File: config.mk
export PLATFORM = sky130hd
export DESIGN_NAME = adc_byte_fifo
export DESIGN_NICKNAME = d
export VERILOG_FILES = /design/src/rtl/adcf_pkg.sv /design/src/rtl/adcf_sample_store.sv /design/src/rtl/adcf_byte_reader.sv /design/src/rtl/adcf_err_tracker.sv /design/src/rtl/adc_byte_fifo.sv
export SDC_FILE = /design/constraint.sdc
export NUM_CORES = 1
export LEC_CHECK = 0
export ABC_AREA = 0
export BUFFER_PORTS_ARGS = -buffer_cell sky130_fd_sc_hd__buf_4
export CAP_MARGIN = 20
export CORE_AREA = 5 5 126 128
export DETAILED_ROUTE_END_ITERATION = 16
export DIE_AREA = 0 0 131 133
export PLACE_DENSITY = 0.77
export REMOVE_ABC_BUFFERS = 1
export SKIP_LAST_GASP = 1
export SYNTH_ARGS = -nofsm -noshare
export SYNTH_HDL_FRONTEND = slang
export SYNTH_SLANG_ARGS = --single-unit
File: constraint.sdc
create_clock -name clk -period 6.15 [get_ports clk]
set_input_delay 1.23 -clock clk [delete_from_list [all_inputs] [get_ports clk]]
set_output_delay 1.23 -clock clk [all_outputs]
set_load 0.02 [all_outputs]
File: src/rtl/adcf_pkg.sv
package adcf_pkg;
  typedef enum logic {
    PH_LOW  = 1'b0,
    PH_HIGH = 1'b1
  } byte_phase_e;
endpackage

File: src/rtl/adcf_sample_store.sv
module adcf_sample_store #(
  parameter int DEPTH = 16,
  parameter int SW    = 12
) (
  input  logic          clk,
  input  logic          rst_n,
  input  logic          push,
  input  logic [SW-1:0] push_data,
  input  logic          pop,
  input  logic          clear,
  output logic [SW-1:0] head,
  output logic          empty,
  output logic          full,
  output logic          at_half
);
  localparam int AW = (DEPTH > 1) ? $clog2(DEPTH) : 1;
  localparam int CW = AW + 1;

  logic [SW-1:0] mem [DEPTH];
  logic [AW-1:0] wr_ptr, rd_ptr;
  logic [CW-1:0] count;

  always_ff @(posedge clk) begin
    if (push) mem[wr_ptr] <= push_data;
  end

  always_ff @(posedge clk) begin
    if (!rst_n || clear) begin
      wr_ptr <= '0;
      rd_ptr <= '0;
      count  <= '0;
    end else begin
      if (push) wr_ptr <= (wr_ptr == AW'(DEPTH - 1)) ? '0 : wr_ptr + 1'b1;
      if (pop)  rd_ptr <= (rd_ptr == AW'(DEPTH - 1)) ? '0 : rd_ptr + 1'b1;
      case ({push, pop})
        2'b10:   count <= count + 1'b1;
        2'b01:   count <= count - 1'b1;
        default: count <= count;
      endcase
    end
  end

  assign head    = mem[rd_ptr];
  assign empty   = (count == '0);
  assign full    = (count == CW'(DEPTH));
  assign at_half = (count >= CW'(DEPTH / 2));
endmodule

File: src/rtl/adcf_byte_reader.sv
module adcf_byte_reader
  import adcf_pkg::*;
#(
  parameter int SW = 12,
  parameter int BW = 8
) (
  input  logic          clk,
  input  logic          rst_n,
  input  logic          bus_rd,
  input  logic          avail,
  input  logic          clear,
  input  logic [SW-1:0] head,
  output logic [BW-1:0] rd_byte,
  output logic          pop
);
  byte_phase_e phase;
  logic        step;

  assign step = bus_rd && avail;
  assign pop  = step && (phase == PH_HIGH);

  always_ff @(posedge clk) begin
    if (!rst_n || clear)  phase <= PH_LOW;
    else if (step)        phase <= (phase == PH_LOW) ? PH_HIGH : PH_LOW;
  end

  always_comb begin
    if (!avail)               rd_byte = '0;
    else if (phase == PH_LOW) rd_byte = head[BW-1:0];
    else                      rd_byte = BW'(head[SW-1:BW]);
  end
endmodule

File: src/rtl/adcf_err_tracker.sv
module adcf_err_tracker (
  input  logic clk,
  input  logic rst_n,
  input  logic conv_start,
  input  logic smp_valid,
  input  logic drop,
  input  logic clear,
  output logic overrun,
  output logic overflow
);
  logic pending;

  always_ff @(posedge clk) begin
    if (!rst_n) begin
      pending  <= 1'b0;
      overrun  <= 1'b0;
      overflow <= 1'b0;
    end else begin
      pending <= conv_start || (pending && !smp_valid);
      if (clear) begin
        overrun  <= 1'b0;
        overflow <= 1'b0;
      end else begin
        if (conv_start && pending && !smp_valid) overrun <= 1'b1;
        if (drop) overflow <= 1'b1;
      end
    end
  end
endmodule

File: src/rtl/adc_byte_fifo.sv
module adc_byte_fifo #(
  parameter int DEPTH = 16,
  parameter int SW    = 12,
  parameter int BW    = 8
) (
  input  logic          clk,
  input  logic          rst_n,
  input  logic          smp_valid,
  input  logic [SW-1:0] smp_data,
  output logic          smp_ready,
  input  logic          conv_start,
  input  logic          bus_rd,
  output logic [BW-1:0] rd_byte,
  input  logic          clr_wr,
  input  logic          en_ne_irq,
  input  logic          en_hf_irq,
  input  logic          en_err_irq,
  output logic          data_avail,
  output logic          not_half_full,
  output logic          overrun,
  output logic          overflow,
  output logic          irq
);
  logic          empty, full, at_half, push, pop, drop;
  logic [SW-1:0] head;

  assign push = smp_valid && !full && !clr_wr;
  assign drop = smp_valid && full && !clr_wr;

  adcf_sample_store #(.DEPTH(DEPTH), .SW(SW)) u_store (
    .clk(clk), .rst_n(rst_n), .push(push), .push_data(smp_data),
    .pop(pop), .clear(clr_wr), .head(head), .empty(empty),
    .full(full), .at_half(at_half)
  );

  adcf_byte_reader #(.SW(SW), .BW(BW)) u_reader (
    .clk(clk), .rst_n(rst_n), .bus_rd(bus_rd), .avail(!empty),
    .clear(clr_wr), .head(head), .rd_byte(rd_byte), .pop(pop)
  );

  adcf_err_tracker u_err (
    .clk(clk), .rst_n(rst_n), .conv_start(conv_start), .smp_valid(smp_valid),
    .drop(drop), .clear(clr_wr), .overrun(overrun), .overflow(overflow)
  );

  assign smp_ready     = !full;
  assign data_avail    = !empty;
  assign not_half_full = !at_half;
  assign irq = (en_ne_irq && data_avail) || (en_hf_irq && at_half) ||
               (en_err_irq && (overrun || overflow));
endmodule

# Yosys cells after proc, flatten, opt, wreduce, memory -nomap -nowiden

Memories as Yosys holds them, arrays and structs flattened. A register that Yosys moved wholly into a read port is not among the register bits.
Cells that the tools add are included.

Memories: 1
Input bits: 21
Output and inout port bits: 14
Flip-flop bits (word level): 17
Bits in writable memories: 192
Word-level logic and storage cells: 55

Bitwise operators: 1
Add/sub/neg operators: 4
Equality and inequality tests: 5
Multiplexer cells: 10
Reductions and logical operators: 26
Order comparisons: 1

Memory list:

| memory      | words | bits a word | read ports | clocked after memory_dff | wr ports | line                    | source |
|---|---|---|---|---|---|---|---|
| u_store.mem | 16    | 12          | 1          | 1                        | 1        | adcf_sample_store.sv:19 | `logic [SW-1:0] mem [DEPTH];` |

Operators by type and width:

| kind                                                | count |
|---|---|
| 2-to-1 mux 4 bit                                    | 4 |
| 2-to-1 mux 8 bit                                    | 2 |
| logical AND 1 bit                                   | 12 |
| case mux 5 bit (2 select lines)                     | 1 |
| adder 4 x 1 -> 4 bit, second input constant         | 2 |
| equality test 4 bit, second input constant          | 2 |
| logical NOT 1 bit                                   | 6 |
| adder 5 x 1 -> 5 bit, second input constant         | 1 |
| equality test 5 bit, second input constant          | 1 |
| >= comparator 5 x 4 -> 1 bit, second input constant | 1 |
| logical NOT 5 bit                                   | 1 |
| logical OR 1 bit                                    | 5 |
| subtractor 5 x 1 -> 5 bit, second input constant    | 1 |
| 2-to-1 mux 1 bit                                    | 3 |
| equality test 2 x 1 -> 1 bit, second input constant | 1 |
| equality test 2 bit, second input constant          | 1 |
| nonzero test 2 bit                                  | 1 |
| OR reduction 2 bit                                  | 1 |
| NOT 1 bit                                           | 1 |

# Longest topological paths before layout

Gate-level depths: netlist of run 1.

Depth in word-level cells: 6
Depth in mapped cells: 15

# Cells and area by module

A second synthesis of run 1 with hierarchy kept.

Cells, all modules: 417
Area total of the unflattened synthesis: 8,488.1 um^2

By module, submodules not included:

| module            | area each (um^2) | instances | sequential area each (um^2) | cells each |
|---|---|---|---|---|
| adcf_sample_store | 8,171.6          | 1         | 6,105.9                     | 379 |
| adcf_byte_reader  | 168.9            | 1         | 20.0                        | 20 |
| adcf_err_tracker  | 103.8            | 1         | 60.1                        | 11 |
| adc_byte_fifo     | 43.8             | 1         | 0.0                         | 7 |

# Least setup slack after synthesis of run 1

OpenSTA, ideal clock, no wires.

Path kind: reg2out
Start: reg with a tool-made name
End: out rd_byte[5]
Setup slack: 2.683 ns
Data required time: 4.920 ns
Path buffers: 3
Stages on the path, launching flop included: 6
Data arrival time: 2.237 ns
Cells stage by stage: dfxtp_1 clkbuf_1 buf_2 clkbuf_1 a211oi_1 a2111oi_0

RTL lines:

| item             | line                | source |
|---|---|---|
| end: declaration | adc_byte_fifo.sv:13 | `output logic [BW-1:0] rd_byte,` |

==> flow_metrics.env, run 1 <==
export IMPL_hold_viol=0
export IMPL_drt_total_wl_mm=16.04
export IMPL_layout_drive_gt1_share_pct=22.55
export IMPL_worst_ep_arrival_time_ps=3010
export IMPL_grt_pass1_vias=4424
export IMPL_port_buffers=34
export IMPL_drt_first_pass_iters=6
export IMPL_rrSetupSlack_ps=2710
export IMPL_cts_sinks=213
export IMPL_drc=0
export IMPL_die_h_um=133
export IMPL_hold_end="u_err.overrun$_SDFFE_PP0P_"
export IMPL_routabilityCongestion=0.8156
export IMPL_async_reset_ff_share_pct=0
export IMPL_crit_buf_inv=2
export IMPL_p_sw_share_pct=18.93
export IMPL_clockBufferDepth=3
export IMPL_mostFrequentLayoutCell="edfxtp_1"
export IMPL_grt_pass1_wl_mm=25.18
export IMPL_die_area_um2=17420
export IMPL_critPathKind="reg2out"
export IMPL_hpwl_mm=9.793
export IMPL_io_pin_count=35
export IMPL_period_needed_ps=4239
export IMPL_antenna_found_initial=0
export IMPL_drt_vias_per_instance=6.215
export IMPL_synth_area_um2=8556
export IMPL_yosysWarnings=0
export IMPL_grt_max_degree=27
export IMPL_drv_cap=0
export IMPL_end_kind="output pin"
export IMPL_cts_tree="done"
export IMPL_min_delay_path_depth=2
export IMPL_crit_path_cell_trace="buf_4 -> mux4_2 -> nor2b_1 -> a211oi_1 -> a2111oi_0 -> buf_4"
export IMPL_clock_skew_ps=11.30
export IMPL_power_density_nw_per_um2=288.8
export IMPL_core_area_um2=14750
export IMPL_stdcell_count=689
export IMPL_power_mw=2.759
export IMPL_layout_common_cells="edfxtp_1 (192), buf_4 (39), mux4_2 (35), clkbuf_16 (21)"
export IMPL_timing_rr_start="u_store.count[0]$_SDFFE_PP0P_"
export IMPL_ctsHoldBuffers=0
export IMPL_drv_slew=0
export IMPL_rr_endpoint="u_store.count[4]$_SDFFE_PP0P_"
export IMPL_fillers=972
export IMPL_ys_seq_area_share_pct=72.30
export IMPL_p_seq_share_pct=57.4
export IMPL_post_cts_buffers=0
export IMPL_vias=4282
export IMPL_overflow=0
export IMPL_dp_cells=654
export IMPL_area_growth_pct=11.68
export IMPL_synth_main_ff_cell="edfxtp_1"
export IMPL_ys_ff_latch=213
export IMPL_critPathLaunchType="flop"
export IMPL_finalCritPeriodShare_pct=68.93
export IMPL_crit_top_cell="buf_4"
export IMPL_worst_path_largest_cell_delay_ps=910
export IMPL_clk_pin_slew_worst_paths_ps=60
export IMPL_cp_slowest_cell="dfxtp_2"
export IMPL_num_rows=45
export IMPL_die_w_um=131
export IMPL_p_sw_mw=0.5225
export IMPL_setup_viol=0
export IMPL_p_leak_nw=3.084
export IMPL_slew_headroom_pct=40.50
export IMPL_cts_resized=0
export IMPL_path_delay_family="flip-flops"
export IMPL_outcome="complete, no violations"
export IMPL_p_int_mw=2.237
export IMPL_final_antenna_net_count=0
export IMPL_clkPwrFrac_pct=40.6
export IMPL_syn_avg_cell_area_um2=18.93
export IMPL_synth_edf_count=192
export IMPL_tns_ps=0
export IMPL_first_iter_violations=502
export IMPL_worstMarginPinSlew_ps=891.3
export IMPL_cts_buffers_inserted=20
export IMPL_hp_class="reg2reg"
export IMPL_grt_util_all_layers_pct=19.17
export IMPL_n_antenna_cell=0
export IMPL_htreeDepth=1
export IMPL_nNetsFinal=519
export IMPL_ys_types=49
export IMPL_clock_latency_ps=480
export IMPL_initial_core_util_pct=58.00
export IMPL_ir_worst_vdd_v=0.0002203
export IMPL_pwr_share_comb_pct=2.1
export IMPL_wl_per_cell_um=23.28
export IMPL_clock_root_buffer="clkbuf_16"
export IMPL_fmaxAchievable_mhz=235.9
export IMPL_hold_path_startpoint="u_err.overrun$_SDFFE_PP0P_"
export IMPL_rsz0062_at_grt="false"
export IMPL_cp_max_fo=25
export IMPL_critPathRequiredTime_ps=4920
export IMPL_synthCells=452
export IMPL_reg2reg_depth=13
[cell type report]
cell class	count	area (um^2)	area share [%]
inverters	6	22.52	0.2357
repair buffers	41	309.0	3.234
flip-flops and latches	213	6190	64.78
clock inverters	5	26.28	0.2750
clock buffers	28	561.8	5.879
multi-input cells	208	2211	23.14
well taps	188	235.2	2.462
[power by group through the flow]
stage / Combinational [mW] / Sequential, mW / Clock [mW]
finish: 0.0566 / 1.58 / 1.12
global route: 0.0626 / 1.58 / 1.20
CTS: 0.0571 / 1.58 / 1.14
detailed placement: 0.0565 / 1.61 / 0
global placement: 0.0535 / 1.61 / 0
floorplan: 0.0201 / 1.61 / 0
[sequential cells by signal, summed over array words and instances (netlist names), named ones only]
name and flops:
u_store.mem 192, u_err.pending 1, u_err.overrun 1, u_store.count 5
u_reader.phase 1, u_err.overflow 1, u_store.wr_ptr 4, u_store.rd_ptr 4
[worst max-delay path by stage]
stage	start	slack (ps)	endpoint	depth (start not counted)
after floorplan	flop	1720	rd_byte[4]	4
after global placement	clr_wr	1920	u_store.count[4]$_SDFFE_PP0P_	12
final	flop	1910	rd_byte[6]	6
after detailed placement	clr_wr	1700	u_store.count[4]$_SDFFE_PP0P_	12
after CTS	flop	1800	rd_byte[6]	6
after global routing	flop	1620	rd_byte[6]	6
[metrics by stage]
| step | utilization [%] | setup slack, ps | hold WS, ps | instance area (um^2) |
|---|---|---|---|---|
| floorplan | - | 1719 | 472.5 | 8414 |
| global placement | 60.68 | 1917 | 474.9 | 8951 |
| detailed placement | 60.68 | 1697 | 495.1 | 8951 |
| CTS | 64.66 | 1803 | 510.5 | 9539 |
| global route | 64.78 | 1617 | 549.7 | 9555 |
| finish | 64.78 | 1911 | 500.9 | 9555 |
[layer usage]
| metal | GRT usage (%) | vias up | routed length, um | share of wire (%) |
|---|---|---|---|---|
| li1 | - | 1917 | - | - |
| met1 | 27.37 | 2192 | 6619 | 41 |
| met2 | 31.35 | 149 | 8212 | 51 |
| met3 | 3.149 | 24 | 983 | 6.1 |
| met4 | 4.514 | 0 | 223 | 1.4 |
| met5 | 0 | - | 0 | 0 |
[synthesized netlist by cell type (all sizes together), types with 4 or more instances]
library cell,n,share of area [%]
dfxtp,21,4.9
mux4,44,12
a221oi,4,0.41
o31ai,4,0.35
nor2,15,0.66
and3,8,0.58
buf,14,1.2
a211oi,8,0.70
o22ai,5,0.37
and2,4,0.29
a2111oi,4,0.41
nand2,10,0.44
mux2,8,1.1
edfxtp,192,67
xor2,6,0.61
inv,6,0.26
nor2b,12,0.88
a21oi,10,0.58
mux2i,18,2.1
ha,8,1.2
o21ai,6,0.35
nand3,5,0.35
clkbuf,11,0.48
[cells by family after synthesis]
group | synth area share (%)
buffers and inverters | 1.916
AND/OR/NAND/NOR | 4.563
flip-flops | 72.30
adder cells (fa/ha/maj) | 1.170
multiplexers | 15.14
XOR/XNOR | 0.7166
AO/OA/AOI/OAI | 4.197
[worst min-delay path, cell delays in order (launching register included)]
cell,delay [ps]
dfxtp_1,350
a21oi_1,50
nor2_1,70
No activity file was read; power rests on OpenSTA's default activity.
==> run 2: changes to the inputs <==
Settings changed: CORE_AREA 5 5 126 128 to 5 5 131 133, DIE_AREA 0 0 131 133 to 0 0 136 138, PLACE_DENSITY 0.77 to 0.74.
Clock period 6.15 ns to 3.4 ns, I/O delays scaled along.
==> run 2 against run 1 <==
Compared with the run above:
- wire length rose by 4.1%
- sequential power rose by 81%
- critical path depth did not move
- sequential share of layout area fell by 1.7 points
- power rose by 90%
- via count rose by 1.9%
- final cell count rose by 6.7%
- core utilization fell by 2.2 points
- critical path type unchanged
- largest power group unchanged
==> flow_metrics.env, run 2 (same netlist as run 1, synthesis figures left out) <==
export IMPL_wl_per_cell_um=22.72
export IMPL_stdcell_count=735
export IMPL_finalCritPeriodShare_pct=96.41
export IMPL_vias=4363
export IMPL_top_layer="met4"
export IMPL_overflow=0
export IMPL_area_growth_pct=14.86
export IMPL_hold_path_startpoint="rst_n"
export IMPL_core_area_um2=15710
export IMPL_fmaxAchievable_mhz=305.1
export IMPL_cp_max_fo=20
export IMPL_critPathRequiredTime_ps=2720
export IMPL_rr_endpoint="u_store.count[4]$_SDFFE_PP0P_"
export IMPL_initial_core_util_pct=54.45
export IMPL_largest_reg_flops=192
export IMPL_io_pin_count=35
export IMPL_hold_end="u_err.pending$_SDFF_PN0_"
export IMPL_crit_path_cell_trace="buf_12 -> mux4_2 -> mux4_2 -> nor2b_1 -> a211oi_1 -> buf_4"
export IMPL_rsz0062_at_grt="false"
export IMPL_critPathKind="reg2out"
export IMPL_num_rows=46
export IMPL_n_antenna_cell=0
export IMPL_routabilityCongestion=0.8304
export IMPL_hp_class="in2reg"
export IMPL_cts_tree="done"
export IMPL_wl_met2_mm=8.491
export IMPL_final_antenna_net_count=0
export IMPL_grt_max_degree=21
export IMPL_ir_worst_vdd_v=0.0004433
export IMPL_rrSetupSlack_ps=320
export IMPL_route_met3_wl_mm=1.212
export IMPL_drt_total_wl_mm=16.70
export IMPL_outcome="complete, no violations"
export IMPL_grt_util_all_layers_pct=18.26
export IMPL_cts_sinks=213
export IMPL_setup_ws_ps=122.1
export IMPL_worstMarginPinSlew_ps=807.8
export IMPL_die_area_um2=18770
export IMPL_cp_slowest_cell="dfxtp_2"
export IMPL_clock_skew_ps=6.279
export IMPL_worst_path_largest_cell_delay_ps=590
export IMPL_layout_common_cells="edfxtp_1 (192), buf_4 (55), mux4_2 (35), clkbuf_16 (21)"
export IMPL_setup_viol=0
export IMPL_antenna_found_initial=0
export IMPL_whs_ps=413.0
export IMPL_tns_ps=0
export IMPL_drv_slew=0
export IMPL_post_cts_buffers=0
export IMPL_clock_latency_ps=480
export IMPL_grt_pass1_vias=4496
export IMPL_grt_pass1_wl_mm=26.30
export IMPL_min_delay_path_depth=2
export IMPL_period_needed_ps=3278
export IMPL_hold_viol=0
export IMPL_pre_cts_ws_ps=222.7
export IMPL_port_buffers=34
export IMPL_htreeDepth=1
export IMPL_clk_pin_slew_worst_paths_ps=60
export IMPL_clock_root_buffer="clkbuf_16"
export IMPL_wl_met1_mm=6.789
export IMPL_drc=0
export IMPL_top_register="u_store.mem"
export IMPL_crit_top_cell="mux4_2"
export IMPL_die_w_um=136
export IMPL_drt_vias_per_instance=5.936
export IMPL_nNetsFinal=536
export IMPL_end_kind="output pin"
export IMPL_fillers=1071
export IMPL_slew_headroom_pct=46.15
export IMPL_ctsHoldBuffers=0
export IMPL_layout_drive_gt1_share_pct=26.01
export IMPL_clockBufferDepth=3
export IMPL_critPathLaunchType="flop"
export IMPL_cts_buffers_inserted=21
export IMPL_timing_rr_start="u_store.count[0]$_SDFFE_PP0P_"
export IMPL_path_delay_family="multiplexers"
export IMPL_p_leak_nw=3.216
export IMPL_mostFrequentLayoutCell="edfxtp_1"
export IMPL_first_iter_violations=432
export IMPL_worst_ep_arrival_time_ps=2600
export IMPL_dp_cells=700
export IMPL_cts_resized=1
export IMPL_crit_buf_inv=2
export IMPL_hpwl_mm=10.39
export IMPL_power_density_nw_per_um2=532.2
export IMPL_die_h_um=138
export IMPL_reg2reg_depth=14
export IMPL_biggestRegsByFlops="u_store.mem x192, u_store.count x5"
export IMPL_drt_first_pass_iters=5
export IMPL_drv_cap=0
run 2: changes by cell type in the layout (fill, tap and decap cells not counted), sizes merged:
cell,delta
buf,+16
bufinv,+3
clkinv,+5
clkbuf,-7
clkinvlp,+1
run 2: power by group:
part           switching, mW  total (mW)  internal, mW
clock network          0.908        2.26          1.35
registers            0.00405        2.86          2.86
logic                 0.0687       0.108        0.0388
run 2: how the worst max path moves through the flow:
stage                     cells after the start                       endpoint  slack, ps
after floorplan                               4                     rd_byte[4]       -480
after global placement                        6                     rd_byte[5]        390
after detailed placement                     14  u_store.count[4]$_SDFFE_PP0P_        220
after CTS                                     5                     rd_byte[4]         40
after global routing                          6                     rd_byte[7]          9
final                                         6                     rd_byte[1]        120
run 2: layer usage:
layer  global-route usage, %  vias up
met4                   3.342        0
met5                       0        -
met3                   3.120       16
met1                   26.30     2231
met2                   30.01      161
li1                        -     1955
run 2: worst register-to-register path: cells and delay by family, from the launching register on:
| family | cells | cell delay [ps] |
|---|---|---|
| and+or+nand+nor | 4 | 890 |
| AOI/OAI and AO/OA | 4 | 750 |
| adders and majority gates | 2 | 460 |
| DFF | 1 | 360 |
| buffers and inverters | 3 | 320 |
| xor gates and xnor gates | 1 | 170 |
run 2: per-stage QoR:
stage          cell area, um^2  total power, mW  util [%]
4_1_cts                   9822            5.271     62.51
5_1_grt                   9827            5.406     62.54
3_3_place_gp              9146            3.021     58.21
2_1_floorplan             8414            2.957         -
3_5_place_dp              9146            3.028     58.21
6_report                  9827            5.230     62.54
run 2: layout make-up:
type,count,area (um^2),share of cell area (%)
inverters,6,22.52,0.2292
flip-flops and latches,213,6195,63.04
well taps,216,270.3,2.750
clock inverters,14,147.6,1.502
repair buffers,57,452.9,4.609
clock buffers,21,525.5,5.348
multi-input cells,208,2213,22.52
